$ cat config.mk
export PLATFORM = sky130hd
export DESIGN_NAME = frame_cmd_decoder
export DESIGN_NICKNAME = d
export VERILOG_FILES = /design/src/rtl/fcd_pkg.sv /design/src/rtl/fcd_framer.sv /design/src/rtl/fcd_word_check.sv /design/src/rtl/fcd_bank_track.sv /design/src/rtl/frame_cmd_decoder.sv
export SDC_FILE = /design/constraint.sdc
export NUM_CORES = 1
export LEC_CHECK = 0
export BUFFER_PORTS_ARGS = -buffer_cell sky130_fd_sc_hd__buf_2
export CORE_MARGIN = 2
export CORE_UTILIZATION = 35
export CTS_CLUSTER_DIAMETER = 150
export DETAILED_ROUTE_END_ITERATION = 8
export HOLD_SLACK_MARGIN = 0.08
export SLEW_MARGIN = 0
export SYNTH_ARGS = -nofsm -noshare
export SYNTH_HDL_FRONTEND = slang
export SYNTH_HIERARCHICAL = 1
export SYNTH_SLANG_ARGS = --single-unit
$ cat constraint.sdc
create_clock -name clk -period 5.6 [get_ports clk]
set_input_delay 0.28 -clock clk [delete_from_list [all_inputs] [get_ports clk]]
set_output_delay 0.28 -clock clk [all_outputs]
set_load 0.03 [all_outputs]
$ cat src/rtl/fcd_pkg.sv
package fcd_pkg;
    localparam int unsigned HDR_LEN   = 5;
    localparam int unsigned ADDR_W    = 4;
    localparam int unsigned DATA_W    = 8;
    localparam int unsigned WORD_W    = 16;
    localparam int unsigned IDX_W     = $clog2(HDR_LEN);
    localparam logic [7:0]  TERM_BYTE = 8'h7E;

    typedef enum logic {SYNC_HUNT, SYNC_BODY} sync_e;

    function automatic logic [7:0] hdr_byte(input logic [IDX_W-1:0] idx);
        case (idx)
            0:       return 8'h40;
            1:       return 8'h4C;
            2:       return 8'h44;
            3:       return 8'h53;
            default: return 8'h7E;
        endcase
    endfunction

    typedef struct packed {
        sync_e             st;
        logic [IDX_W-1:0]  idx;
        logic              phase;
        logic [7:0]        hi;
    } framer_s;

    typedef struct packed {
        logic              en;
        logic [ADDR_W-1:0] addr;
        logic [DATA_W-1:0] data;
        logic              alt;
        logic              err;
    } wr_out_s;
endpackage

$ cat src/rtl/fcd_framer.sv
module fcd_framer
    import fcd_pkg::*;
(
    input  logic              clk,
    input  logic              rst_n,
    input  logic              in_valid,
    input  logic [7:0]        in_byte,
    output logic              word_fire,
    output logic [WORD_W-1:0] word
);
    localparam logic [IDX_W-1:0] LAST_IDX = IDX_W'(HDR_LEN - 1);

    framer_s fr_d, fr_q;

    always_comb begin
        fr_d      = fr_q;
        word_fire = 1'b0;
        word      = {fr_q.hi, in_byte};
        if (in_valid) begin
            case (fr_q.st)
                SYNC_HUNT: begin
                    if (in_byte == hdr_byte(fr_q.idx)) begin
                        if (fr_q.idx == LAST_IDX) begin
                            fr_d.st    = SYNC_BODY;
                            fr_d.idx   = '0;
                            fr_d.phase = 1'b0;
                        end else begin
                            fr_d.idx = fr_q.idx + 1'b1;
                        end
                    end else if (in_byte == hdr_byte('0)) begin
                        fr_d.idx = IDX_W'(1);
                    end else begin
                        fr_d.idx = '0;
                    end
                end
                default: begin
                    if (in_byte == TERM_BYTE) begin
                        fr_d.st    = SYNC_HUNT;
                        fr_d.idx   = '0;
                        fr_d.phase = 1'b0;
                    end else if (!fr_q.phase) begin
                        fr_d.hi    = in_byte;
                        fr_d.phase = 1'b1;
                    end else begin
                        fr_d.phase = 1'b0;
                        word_fire  = 1'b1;
                    end
                end
            endcase
        end
    end

    always_ff @(posedge clk) begin
        if (!rst_n) begin
            fr_q <= '{st: SYNC_HUNT, idx: '0, phase: 1'b0, hi: '0};
        end else begin
            fr_q <= fr_d;
        end
    end
endmodule

$ cat src/rtl/fcd_word_check.sv
module fcd_word_check
    import fcd_pkg::*;
(
    input  logic [WORD_W-1:0] word,
    output logic [ADDR_W-1:0] addr,
    output logic [DATA_W-1:0] value,
    output logic              ok
);
    always_comb begin
        addr  = word[11:8];
        value = {word[13:12], word[5:0]};
        ok    = !word[15] && !word[7] &&
                (word[14] != word[13]) && (word[6] != word[5]);
    end
endmodule

$ cat src/rtl/fcd_bank_track.sv
module fcd_bank_track (
    input  logic       clk,
    input  logic       rst_n,
    input  logic       upd,
    input  logic [1:0] field,
    output logic [1:0] bank
);
    logic [1:0] bank_d, bank_q;

    always_comb begin
        bank_d = upd ? field : bank_q;
    end

    always_ff @(posedge clk) begin
        if (!rst_n) begin
            bank_q <= '0;
        end else begin
            bank_q <= bank_d;
        end
    end

    assign bank = bank_q;
endmodule

$ cat src/rtl/frame_cmd_decoder.sv
module frame_cmd_decoder
    import fcd_pkg::*;
#(
    parameter logic [ADDR_W-1:0] CTL2_ADDR = 4'hA,
    parameter int unsigned       BANK_LSB  = 4,
    parameter logic [1:0]        ALT_BANK  = 2'd2,
    parameter logic [ADDR_W-1:0] ALT_LO    = 4'h1,
    parameter logic [ADDR_W-1:0] ALT_HI    = 4'h9
) (
    input  logic              clk,
    input  logic              rst_n,
    input  logic              rx_valid,
    input  logic [7:0]        rx_byte,
    output logic              wr_en,
    output logic [ADDR_W-1:0] wr_addr,
    output logic [DATA_W-1:0] wr_data,
    output logic              wr_alt_bank,
    output logic              word_err
);
    logic              fire;
    logic [WORD_W-1:0] word;
    logic [ADDR_W-1:0] dec_addr;
    logic [DATA_W-1:0] dec_value;
    logic              dec_ok;
    logic [1:0]        bank;
    logic              bank_upd;
    wr_out_s           out_d, out_q;

    fcd_framer i_framer (
        .clk       (clk),
        .rst_n     (rst_n),
        .in_valid  (rx_valid),
        .in_byte   (rx_byte),
        .word_fire (fire),
        .word      (word)
    );

    fcd_word_check i_check (
        .word  (word),
        .addr  (dec_addr),
        .value (dec_value),
        .ok    (dec_ok)
    );

    assign bank_upd = fire && dec_ok && (dec_addr == CTL2_ADDR);

    fcd_bank_track i_bank (
        .clk   (clk),
        .rst_n (rst_n),
        .upd   (bank_upd),
        .field (dec_value[BANK_LSB +: 2]),
        .bank  (bank)
    );

    always_comb begin
        out_d     = out_q;
        out_d.en  = fire && dec_ok;
        out_d.err = out_q.err || (fire && !dec_ok);
        if (fire && dec_ok) begin
            out_d.addr = dec_addr;
            out_d.data = dec_value;
            out_d.alt  = (bank == ALT_BANK) &&
                         (dec_addr >= ALT_LO) && (dec_addr <= ALT_HI);
        end
    end

    always_ff @(posedge clk) begin
        if (!rst_n) begin
            out_q <= '0;
        end else begin
            out_q <= out_d;
        end
    end

    assign wr_en       = out_q.en;
    assign wr_addr     = out_q.addr;
    assign wr_data     = out_q.data;
    assign wr_alt_bank = out_q.en && out_q.alt;
    assign word_err    = out_q.err;
endmodule

==> results by group <==
Route
  • Drt via density: approximately 4.5
  • Via count: 1155
  • Routed Antenna Nets: 0
  • DRC violations left: 0
  • Routed len/inst: approximately 12 µm
  • First drt pass iteration count: 4
  • Post-Route WL: around 3000 µm
  • Iter 0 DRT Violations: 40

Die
  • Die H: 74.92 µm
  • Core Box Area: 4786 µm²
  • Width of the die: 74.92 µm
  • Io pins: 26
  • Full die area: ~5600 µm²
  • Initial Util: 0.3678
  • Rows: 25

GRT
  • Antenna violations before repair: 0
  • Grt ovf: 0
  • Total track usage: 0.1157
  • Largest net degree at the start of global routing: 31
  • First-pass GRT wire length: slightly below 5000 µm
  • Vias in the first global route: approximately 1100

Logic synthesis
  • Syn Area/Cell: 8.758 µm²
  • Area leader, netlist: dfxtp_1
  • Synth top area share: 0.3412
  • Cells taking the most area after synthesis: dfxtp_1 (34%), buf_4 (17%), nand2_1 (6.4%), mux2i_1 (5.7%), a21boi_0 (5.1%)
  • Post-Syn Nets: roughly 220
  • Count leader, synth: buf_4
  • Top cells by count, synth: buf_4 (41), dfxtp_1 (30), nand2_1 (30), a21boi_0 (12), nor2b_1 (12)
  • Post-synth EDFFs: 0
  • Sequential-to-total area share from yosys stat: 0.3412
  • Post-synth ARST share: 0
  • Count of cell types in the netlist: 42
  • Syn Std Cell Area: about 1800 µm²
  • Top_reg_cell synth: dfxtp_1
  • Synth Register Bits: 30
  • Syn Inst Count: ~200
  • Synth warn: 6

Setup path
  • CP bufs+invs: 1
  • R2R depth: 8
  • Req. time, crit path: ~5800 ps
  • FF-to-FF setup slack: between 3000 and 4000 ps
  • Worst setup endpoint: i_framer/fr_q[9]
  • Arr. time, crit path: about 2400 ps
  • Crit path largest cell delay: 510 ps
  • CP Depth: 8
  • Endpoint type of the worst setup path: register
  • Startpoint types: register
  • Worst setup path startpoint: i_framer/fr_q[11]
  • CP cell instances: inv_1 -> ha_1 -> nor3_1 -> nor2_1 -> o41ai_2 -> nand4_1 -> nor4b_1 -> a221o_1
  • Reg-to-reg critical path endpoint: i_framer/fr_q[9]
  • Top delay family on crit path: simple AND/OR/NAND/NOR gates
  • Worst r2r src: i_framer/fr_q[11]
  • WS Path Type: register to register
  • Slowest CP cell: dfxtp_1
  • Crit-path max FO: 10

Timing
  • Clk_skew: ~9 ps
  • Final WS setup: around 3300 ps
  • Slew @ Worst Pin: between 400 and 500 ps
  • Period utilization: 0.4018
  • Maximum clock rate: ~440 MHz
  • Fin. Hold Viols: 0
  • Pins Over Slew Limit: 0
  • Setup-failing EPs final: 0
  • Minimum clock period: 2250 ps
  • Slew headroom: 0.6708
  • Final TNS setup: 0 ps
  • RSZ-0062 raised after global routing: no

Placement
  • Final HPWL from detailed placement: 2215 µm
  • Pre-CTS setup slack: 3130 ps
  • Routability cong.: 0.7920
  • Buffers on Ports: 25

Final layout
  • Nets: between 200 and 250
  • Number of fill cells: approximately 500
  • Synth-to-Final Area Change: -1.422%
  • Layout cells sized above 1: 0.2116
  • Register area: around 600 µm²
  • N_diodes: 0
  • Area of the multi-input gates: around 800 µm²

Power and ir drop
  • VDD IR max: 0.0001169 V
  • Total Power: about 0.4 mW
  • Static Leakage: 0.6332 nW
  • PD cells: 236.6 nW/µm²

Clocking
  • Root Buffer: clkbuf_8
  • H-tree levels: 2
  • Worst-path clk slew: approximately 70 ps
  • TritonCTS clock tree: done
  • Total CTS buffers: 5
  • Clk Latency, worst-skew pair: about 280 ps
  • Postcts setup bufs: 0
  • Hold buffer count at cts: 0
  • CTS sink count: 30
  • Post-CTS sizing: 0
  • Clock Path Buffers: 2

Hold path
  • Hold WC Path Type: primary input to register

Flow run
  • Max-cap viol count: 0

Run status
  • Outcome: finished clean
## per-layer routing
metal / vias to the layer above / routed length, µm / GRT usage
met4: 0 / 40 / 0.04167
li1: 614 / - / -
met2: 24 / 1270 / 0.1813
met5: - / 0 / 0
met3: 6 / 165 / 0.04150
met1: 511 / 1558 / 0.1468
## worst register-to-register path, stage by stage, from the launching register on
cell	delay, ps
dfxtp_1	510
inv_1	110
ha_1	300
nor3_1	180
nor2_1	80
o41ai_2	280
nand4_1	210
nor4b_1	210
a221o_1	260
## worst min-delay path by stage
stage                           from             end  slack, ps  cells after the start
after floorplan                rst_n  i_bank/bank[0]        410                      1
after global placement      word_err        word_err        440                      1
after detailed placement  wr_data[5]      wr_data[5]        450                      2
after CTS                 rx_byte[0]      wr_data[0]        290                      3
after global routing      rx_byte[0]      wr_data[0]        310                      3
final                     rx_byte[0]      wr_data[0]        300                      3
## power by group
group          internal (mW)  switching (mW)  leakage (nW)
combinational        0.00801          0.0112         0.344
sequential             0.213       0.0000276         0.241
clock                 0.0985          0.0795        0.0472
## per-stage QoR
| stage | cells | util | hold WS [ps] | cell area (µm²) |
|---|---|---|---|---|
| after floorplan | 201 | - | 408.2 | 1760 |
| after global placement | 248 | 0.3427 | 442.9 | 1640 |
| after detailed placement | 248 | 0.3427 | 447.4 | 1640 |
| after CTS | 256 | 0.3626 | 289.7 | 1735 |
| after global routing | 256 | 0.3626 | 312.5 | 1735 |
| final | 256 | 0.3626 | 299.4 | 1735 |
## sequential cells by signal (all words and copies together) (netlist names)
register       flops
i_bank/bank        2
i_framer/fr_q      5
i_framer/word      8
out_q              1
word_err           1
wr_addr            4
wr_data            8
wr_en              1
## cell families after synthesis
group,synth area share
AO/OA/AOI/OAI,0.1336
XOR/XNOR,0.02985
adder cells (fa/ha/maj),0.03554
buffers and inverters,0.2019
flip-flops,0.3412
multiplexers,0.05686
AND/OR/NAND/NOR,0.2011
## area by class of cell
type / instances / area share
Multi-Input combinational cell: 120 / 0.4636
Clock inverter: 2 / 0.007210
Sequential cell: 30 / 0.3461
Inverter: 5 / 0.01081
Clock buffer: 6 / 0.04758
Timing Repair Buffer: 26 / 0.07642
Tap cell: 67 / 0.04831
## placed cells by master (no fill, tap or decap), drive strengths merged, types with 2 or more instances in the layout
cell    instances
nand2          30
dfxtp          30
buf            26
a21boi         14
nor2b          12
mux2i          10
clkbuf          6
inv             5
ha              5
xnor2           4
nor3            4
nor2            4
and3            3
a21oi           3
o21ai           3
nand3           2
nor3b           2
nand4           2
xor2            2
a22o            2
and2            2
nor4            2
or4             2
Note: power is estimated with default switching activity, not from simulation.
